$ cat src/rtl/ews_pkg.sv
// Shared helpers for the erase/write cycle sequencer.
// Assumes: half-slot and page sizes are powers of two.
package ews_pkg;

    typedef enum logic { SRC_INT = 1'b0, SRC_EXT = 1'b1 } ews_src_e;

    // Number of strobe-carrying ticks in one cycle (the closing tick is extra).
    function automatic int cycle_ticks(input logic page, input int last,
                                       input int half_log, input int idx_w);
        if (page)
            return ((1 << idx_w) + 1) << half_log;
        return (last + 1) << (half_log + 1);
    endfunction

endpackage

$ cat src/rtl/ews_tick_src.sv
// Tick source: latches the clock-source choice and divides the oscillator
// enable. Assumes ext_tick_i is already a synchronous single-cycle pulse.
module ews_tick_src #(
    parameter int DIV = 128
) (
    input  logic clk,
    input  logic rst_n,
    input  logic busy,
    input  logic src_sample_i,
    input  logic ptc_level_i,
    input  logic osc_en_i,
    input  logic ext_tick_i,
    output logic tick,
    output ews_pkg::ews_src_e src
);
    localparam int DIV_W = (DIV > 1) ? $clog2(DIV) : 1;

    logic [DIV_W-1:0] div_q;
    logic             int_tick;

    // Latch the source choice only while idle; a low pin means external.
    always_ff @(posedge clk) begin
        if (!rst_n)
            src <= ews_pkg::SRC_INT;
        else if (src_sample_i && !busy)
            src <= ptc_level_i ? ews_pkg::SRC_INT : ews_pkg::SRC_EXT;
    end

    // Oscillator divider, held cleared while idle so each cycle starts aligned.
    always_ff @(posedge clk) begin
        if (!rst_n || !busy)
            div_q <= '0;
        else if (osc_en_i)
            div_q <= (div_q == DIV_W'(DIV - 1)) ? '0 : div_q + 1'b1;
    end

    // Select the tick that advances the cycle.
    always_comb begin
        int_tick = busy && osc_en_i && (div_q == DIV_W'(DIV - 1));
        tick     = (src == ews_pkg::SRC_EXT) ? (busy && ext_tick_i) : int_tick;
    end

endmodule

$ cat src/rtl/ews_slot_timer.sv
// Slot timer: holds busy, counts ticks up to the latched total, then spends
// one more tick to raise done. Assumes total_i is sampled only on start.
module ews_slot_timer #(
    parameter int CNT_W = 12
) (
    input  logic             clk,
    input  logic             rst_n,
    input  logic             start_i,
    input  logic             page_i,
    input  logic [CNT_W-1:0] total_i,
    input  logic             tick,
    output logic             busy,
    output logic             done,
    output logic             page_q,
    output logic [CNT_W-1:0] tcnt,
    output logic [CNT_W-1:0] total_q
);

    // Cycle control: launch on start while idle, advance on tick, close at total.
    always_ff @(posedge clk) begin
        if (!rst_n) begin
            busy    <= 1'b0;
            done    <= 1'b0;
            page_q  <= 1'b0;
            tcnt    <= '0;
            total_q <= '0;
        end else begin
            done <= 1'b0;
            if (!busy) begin
                if (start_i) begin
                    busy    <= 1'b1;
                    tcnt    <= '0;
                    total_q <= total_i;
                    page_q  <= page_i;
                end
            end else if (tick) begin
                if (tcnt == total_q) begin
                    busy <= 1'b0;
                    done <= 1'b1;
                end else begin
                    tcnt <= tcnt + 1'b1;
                end
            end
        end
    end

endmodule

$ cat src/rtl/ews_strobe_dec.sv
// Strobe decoder: maps the tick count onto erase/write phases and a byte
// index for either slot layout. Purely combinational.
module ews_strobe_dec #(
    parameter int HALF_LOG = 7,
    parameter int IDX_W    = 3,
    parameter int CNT_W    = HALF_LOG + IDX_W + 2
) (
    input  logic             busy,
    input  logic             page_q,
    input  logic [CNT_W-1:0] tcnt,
    input  logic [CNT_W-1:0] total_q,
    output logic             erase,
    output logic             write,
    output logic [IDX_W-1:0] idx
);
    localparam int SLOT_W = CNT_W - HALF_LOG;

    logic              active;
    logic [SLOT_W-1:0] slot;

    // Page layout uses half-slots as whole slots; byte layout pairs them.
    always_comb begin
        active = busy && (tcnt != total_q);
        slot   = tcnt[CNT_W-1:HALF_LOG];
        if (page_q) begin
            erase = active && (slot == '0);
            write = active && (slot != '0);
            idx   = (slot == '0) ? '0 : IDX_W'(slot - 1'b1);
        end else begin
            erase = active && !tcnt[HALF_LOG];
            write = active && tcnt[HALF_LOG];
            idx   = tcnt[HALF_LOG+1 +: IDX_W];
        end
    end

endmodule

$ cat src/rtl/ews_sequencer.sv
// Erase/write cycle sequencer top: joins tick source, slot timer and strobe
// decoder. Assumes start_i arrives on the stop of a valid write transfer.
module ews_sequencer #(
    parameter int HALF_LOG = 7,
    parameter int IDX_W    = 3,
    parameter int DIV      = 128
) (
    input  logic             clk,
    input  logic             rst_n,
    input  logic             start_i,
    input  logic             page_mode_i,
    input  logic [IDX_W-1:0] last_idx_i,
    input  logic             src_sample_i,
    input  logic             ptc_level_i,
    input  logic             osc_en_i,
    input  logic             ext_tick_i,
    output logic             busy_o,
    output logic             erase_o,
    output logic             write_o,
    output logic [IDX_W-1:0] byte_idx_o,
    output logic             done_o
);
    localparam int CNT_W = HALF_LOG + IDX_W + 2;

    logic              tick;
    logic              src_ext;
    logic              page_q;
    logic [CNT_W-1:0]  tcnt;
    logic [CNT_W-1:0]  total_q;
    logic [CNT_W-1:0]  total_in;
    ews_pkg::ews_src_e src;

    // Cycle length requested by the current inputs.
    always_comb begin
        total_in = CNT_W'(ews_pkg::cycle_ticks(page_mode_i, int'(last_idx_i),
                                                HALF_LOG, IDX_W));
        src_ext  = (src == ews_pkg::SRC_EXT);
    end

    ews_tick_src #(.DIV(DIV)) u_src (
        .clk(clk), .rst_n(rst_n), .busy(busy_o),
        .src_sample_i(src_sample_i), .ptc_level_i(ptc_level_i),
        .osc_en_i(osc_en_i), .ext_tick_i(ext_tick_i),
        .tick(tick), .src(src)
    );

    ews_slot_timer #(.CNT_W(CNT_W)) u_timer (
        .clk(clk), .rst_n(rst_n), .start_i(start_i), .page_i(page_mode_i),
        .total_i(total_in), .tick(tick), .busy(busy_o), .done(done_o),
        .page_q(page_q), .tcnt(tcnt), .total_q(total_q)
    );

    ews_strobe_dec #(.HALF_LOG(HALF_LOG), .IDX_W(IDX_W), .CNT_W(CNT_W)) u_dec (
        .busy(busy_o), .page_q(page_q), .tcnt(tcnt), .total_q(total_q),
        .erase(erase_o), .write(write_o), .idx(byte_idx_o)
    );

endmodule

$ cat config.mk
export PLATFORM = sky130hd
export DESIGN_NAME = ews_sequencer
export DESIGN_NICKNAME = d
export VERILOG_FILES = /design/src/rtl/ews_pkg.sv /design/src/rtl/ews_tick_src.sv /design/src/rtl/ews_slot_timer.sv /design/src/rtl/ews_strobe_dec.sv /design/src/rtl/ews_sequencer.sv
export SDC_FILE = /design/constraint.sdc
export NUM_CORES = 1
export LEC_CHECK = 0
export ABC_CLOCK_PERIOD_IN_PS = 5550
export BUFFER_PORTS_ARGS = -buffer_cell sky130_fd_sc_hd__buf_2
export CORE_MARGIN = 5
export CORE_UTILIZATION = 59
export DETAILED_ROUTE_END_ITERATION = 16
export PLACE_DENSITY = 0.79
export SETUP_SLACK_MARGIN = 0.1
export SLEW_MARGIN = 10
export SYNTH_ARGS = -nofsm -noshare
export SYNTH_HDL_FRONTEND = slang
export SYNTH_HIERARCHICAL = 1
export SYNTH_SLANG_ARGS = --single-unit
$ cat constraint.sdc
create_clock -name clk -period 5.55 [get_ports clk]
set_input_delay 0.2775 -clock clk [delete_from_list [all_inputs] [get_ports clk]]
set_output_delay 0.2775 -clock clk [all_outputs]
set_load 0.02 [all_outputs]
# After elaboration in Yosys (flattened, before gate mapping)
# Index checks and enable logic that the tools add are counted.
totals:
  ff_bits: 35
op_classes:
  n_addsub: 4
  eq_ne: 5
  muxes: 19
  bitwise_logic: 1
  reduce_logical: 19
ops:
  columns: ["op", "count"]
  rows:
  - ["12-bit 2-to-1 mux", 5]
  - ["12-bit by 1-bit adder with 12-bit output, second input constant", 1]
  - ["12-bit == test", 1]
  - ["12-bit inequality test", 1]
  - ["11-bit 2-to-1 mux", 1]
  - ["1-bit 2-to-1 mux", 10]
  - ["1-bit logical AND", 9]
  - ["7-bit by 1-bit adder with 7-bit output, second input constant", 1]
  - ["7-bit == test, second input constant", 1]
  - ["7-bit 2-to-1 mux", 1]
  - ["3-bit 2-to-1 mux", 2]
  - ["3-bit AND reduction", 2]
  - ["5-bit logical NOT", 1]
  - ["5-bit nonzero test", 1]
  - ["3-bit by 1-bit adder with 4-bit output, second input constant", 1]
  - ["2-bit inequality test, second input constant", 2]
  - ["1-bit logical NOT", 3]
  - ["3-bit by 1-bit subtractor with 3-bit output, second input constant", 1]
  - ["2-bit AND reduction", 1]
  - ["2-bit nonzero test", 1]
  - ["1-bit logical OR", 1]
  - ["1-bit inverter", 1]

# Depth between registers and ports, before layout
logic_depth:
  ltp_word: 5
  ltp_mapped: 8

# Modules after synthesis
# The synthesis kept the hierarchy.
modules_own_cells:
  columns: ["module", "instances", "cells_each", "area_per_inst_um2", "seq_area_each_um2"]
  rows:
  - ["ews_slot_timer", 1, 154, 1335.0, 540.5]
  - ["ews_tick_src", 1, 47, 402.9, 160.2]
  - ["ews_strobe_dec", 1, 34, 241.5, 0.0]
  - ["ews_sequencer", 1, 7, 53.8, 0.0]

# Worst setup path before layout
# No wires, ideal clock.
synth_timing:
  path_kind: "register to register"
  start: "register u_src.div_q[0]"
  end: "register u_timer.tcnt[10]"
  setup_time_ns: 0.096
  arrival_ns: 1.862
  required_time_ns: 5.454
  path_slack_ns: 3.592
  path_stages_with_launch: 9
  period_less_slack_ns: 1.958
  cell_sequence: "dfxtp_1 -> ha_1 -> nand3_1 -> nor2_1 -> a41o_1 -> nand3_1 -> or2_1 -> buf_4 -> o41ai_2"
synth_between:
  elab_chain_len: 5
synth_rtl:
  columns: ["element", "line", "rtl"]
  rows:
  - ["start, declared", "ews_tick_src.sv:18", "logic [DIV_W-1:0] div_q;"]
  - ["start signal, assigned", "ews_tick_src.sv:34", "div_q <= (div_q == DIV_W'(DIV - 1)) ? '0 : div_q + 1'b1;"]
  - ["7-bit == test", "ews_tick_src.sv:39", "int_tick = busy && osc_en_i && (div_q == DIV_W'(DIV - 1));"]
  - ["1-bit logical AND", "ews_tick_src.sv:39", null]
  - ["1-bit 2-to-1 mux", "ews_tick_src.sv:40", "tick = (src == ews_pkg::SRC_EXT) ? (busy && ext_tick_i) : int_tick;"]
  - ["net tick", "ews_sequencer.sv:25", "logic tick;"]
  - ["2-bit inequality test (no line)", null, null]
  - ["3-bit AND reduction (no line)", null, null]
  - ["end signal, assigned", "ews_slot_timer.sv:41", "tcnt <= tcnt + 1'b1;"]
  - ["end, declared", "ews_slot_timer.sv:15", "output logic [CNT_W-1:0] tcnt,"]
# The timed path passes the listed nets, and every way through them passes these cells.
# A chain may end at the register's enable or synchronous reset.

# Worst setup path in the final report
layout_timing:
  start: "register u_timer.busy"
  end: "register u_timer.tcnt[1]"
layout_between:
  elab_chain_len: 5
layout_rtl:
  columns: ["element", "line", "rtl"]
  rows:
  - ["start, declared", "ews_slot_timer.sv:12", "output logic busy,"]
  - ["start signal, assigned", "ews_slot_timer.sv:22", "busy <= 1'b0;"]
  - ["start signal, assigned", "ews_slot_timer.sv:31", "busy <= 1'b1;"]
  - ["start signal, assigned", "ews_slot_timer.sv:38", "busy <= 1'b0;"]
  - ["1-bit logical AND (2 in series)", "ews_tick_src.sv:39", null]
  - ["1-bit 2-to-1 mux", "ews_tick_src.sv:40", null]
  - ["2-bit inequality test (no line)", null, null]
  - ["3-bit AND reduction (no line)", null, null]
# Several ways; a longest one is shown, not always the timed one.

==> impl_metrics.env <==
export IMPL_outcome="completed"
export IMPL_cts_tree="yes"
export IMPL_hold_class="input port to flip-flop"
export IMPL_whs_path_depth=4
export IMPL_synth_area_leaders="dfxtp_1, nand2_1, xnor2_1"
export IMPL_clkLatencyLatePin_ns=0.33
export IMPL_layout_nets=279
export IMPL_clk_pin_slew_worst_paths_ns=0.11
export IMPL_synth_cell_types=50
export IMPL_cp_required_ns=5.82
export IMPL_htree_num_levels=2
export IMPL_slowest_delay_ns=0.64
export IMPL_powerDensity_nw_per_um2=231
export IMPL_core_area_um2=3340
export IMPL_drtIter0Drc=100
export IMPL_fp_row_count=21
export IMPL_start_util_pct=60.9
export IMPL_setup_viol=0
export IMPL_tightest_slew_ns=0.914
export IMPL_fmax_mhz=426
export IMPL_final_setup_tns_ns=0
export IMPL_numClockSinks=35
export IMPL_yosysWarnings=6
export IMPL_synth_ff_type="dfxtp_1"
export IMPL_use_met2_pct=30.5
export IMPL_wl_per_cell_um=13.5
export IMPL_grt_first_pass_wirelength_um=7060
export IMPL_crit_chain="nand2b_1 > nand2_1 > nor4_4 > or2_1 > a22o_1"
export IMPL_cts_root_buffer="clkbuf_4"
export IMPL_hpwl_um=3090
export IMPL_crit_buf_inv=0
export IMPL_worstPathMaxFanout=18
export IMPL_cts_hold_buf=0
export IMPL_vias=1772
export IMPL_worst_hold_startpoint="last_idx_i[0]"
export IMPL_synth_edf_count=0
export IMPL_use_met3_pct=3.89
export IMPL_placed_cells=303
export IMPL_worstRegToRegCells=5
export IMPL_rsz0062_at_grt="no"
export IMPL_slew_headroom_pct=38.9
export IMPL_die_h_um=68.7
export IMPL_use_met1_pct=26.7
export IMPL_port_buffer_count=17
export IMPL_finalCritPeriodShare_pct=42.3
export IMPL_ios=18
export IMPL_fin_skew_ns=0.0120
export IMPL_grt_total_usage_pct=19.7
export IMPL_cp_slowest_cell="dfxtp_1"
export IMPL_startpoint_type="flip-flop"
export IMPL_drive_gt1_share_pct=14.3
export IMPL_drt_pass1_iterations=4
export IMPL_slew_violations=0
export IMPL_area_growth_pct=9.85
export IMPL_synthArstFlopShare_pct=0
export IMPL_postCtsSetupBuffers=0
export IMPL_cts_resized=0
export IMPL_synth_area_per_cell_um2=8.40
export IMPL_worstReg2RegStart="u_timer/busy"
export IMPL_min_period_ns=2.35
export IMPL_ys_seq_area_share_pct=34.5
export IMPL_antenna_cells=0
export IMPL_drt_total_wl_um=4180
export IMPL_path_delay_family="simple AND/OR/NAND/NOR gates"
export IMPL_drv_cap=0
export IMPL_busiest_layer="met2"
export IMPL_syn_area_um2=2030
export IMPL_netlist_area_leader_share_pct=34.5
export IMPL_critPathArrivalTime_ns=2.62
export IMPL_hold_viol_final=0
export IMPL_mostFrequentLayoutCell="nand2_1"
export IMPL_power_leakage_nw=0.923
export IMPL_yosysTopAreaCell="dfxtp_1"
export IMPL_gr_total_overflow=0
export IMPL_critPathCaptureType="flip-flop"
export IMPL_syn_inst=242
export IMPL_reg2reg_to="u_timer/tcnt[1]"
export IMPL_r2r_slack_ns=3.20
export IMPL_ant_nets=0
export IMPL_grt_pass1_vias=1559
export IMPL_cts_buffer_depth=2
export IMPL_gp_congestion=0.861
export IMPL_ys_ff_latch=35
export IMPL_die_area_um2=4720
export IMPL_stdcell_count=311
export IMPL_crit_type="flip-flop to flip-flop"
export IMPL_grt_max_degree=19
export IMPL_ir_worst_vdd_v=0.000222
export IMPL_min_to="u_timer/total_q[8]"
export IMPL_drc=0
export IMPL_die_x_um=68.7
export IMPL_via_per_inst=5.70
export IMPL_cts_made_buffers=5
export IMPL_antenna_found_initial=0
export IMPL_final_cell_mix="nand2_1, dfxtp_1, a21oi_1, buf_2"
[worst register-to-register path: stages (launching register included)]
cell	delay, ns
dfxtp_1	0.64
nand2b_1	0.53
nand2_1	0.21
nor4_4	0.53
or2_1	0.23
a22o_1	0.15
[worst max-delay path by stage]
stage | from | endpoint | depth (start not counted)
after global placement | u_src/div_q[0] | u_timer/tcnt[10] | 7
after global routing | u_timer/busy | u_timer/tcnt[1] | 5
after floorplan | u_src/div_q[0] | u_timer/tcnt[10] | 8
after CTS | u_timer/tcnt[8] | write_o | 7
after detailed placement | u_timer/busy | u_timer/tcnt[1] | 5
final | u_timer/busy | u_timer/tcnt[1] | 5
[final cells by class]
type | instances | area, um^2
Multi-Input combinational cell | 197 | 1270
Fill cell | 304 | 1100
Sequential cell | 35 | 701
Timing Repair Buffer | 17 | 85.1
Tap cell | 46 | 57.6
Clock buffer | 6 | 51.3
Clock inverter | 2 | 35.0
Inverter | 8 | 30.0
[per-stage QoR]
stage                     util [%]  cell area (um^2)  setup WS (ns)  hold slack (ns)  total power, mW
after floorplan                  -              2060           3.59            0.411            0.315
after global placement        64.3              2150           3.33            0.486            0.330
after detailed placement      64.3              2150           3.29            0.492            0.332
after CTS                     66.9              2230           3.24            0.210            0.523
after global routing          66.9              2230           2.95            0.225            0.544
final                         66.9              2230           3.20            0.223            0.516
[state kept, by name (all words and copies together), names as in the netlist]
name	count
u_src/div_q	7
u_src/src	1
u_timer/busy	1
u_timer/done	1
u_timer/page_q	1
u_timer/tcnt	12
u_timer/total_q	12
[where the power goes]
group,internal [mW],leakage (nW),switching [mW]
Clock,0.106,0.0482,0.0832
Combinational,0.0231,0.590,0.0371
Sequential,0.258,0.284,0.00874
[logic make-up (layout without fill, tap and decap cells)]
group,after synthesis,after routing,share of synthesized area [%]
buf+inv,16,33,4.00
flops,35,35,34.5
xor+xnor,28,28,12.1
fa+ha+maj,4,4,2.46
compound gates,58,58,19.1
simple gates,100,100,27.8
other cells,1,7,0.184
[synthesized netlist by cell type (2+ instances only)]
cell type,number
clkbuf_1,3
o21ai_0,6
a31oi_1,4
o31ai_1,14
nand2b_1,4
nor2_1,10
xor2_1,14
buf_6,2
nor3_1,2
o211ai_1,2
nand2_1,38
and3_2,2
inv_1,8
or4_1,2
nand3_1,10
a21oi_1,21
or2_1,2
ha_1,4
xnor2_1,14
buf_2,2
nor4_1,4
nand4_2,2
and3_1,5
nor2b_1,3
dfxtp_1,35
nand4_1,5
[layer usage]
layer	vias up	wire length, um
li1	914	-
met1	816	2040
met2	37	1890
met3	5	193
met4	0	52
met5	-	0
(Power assumes the default switching activity.)
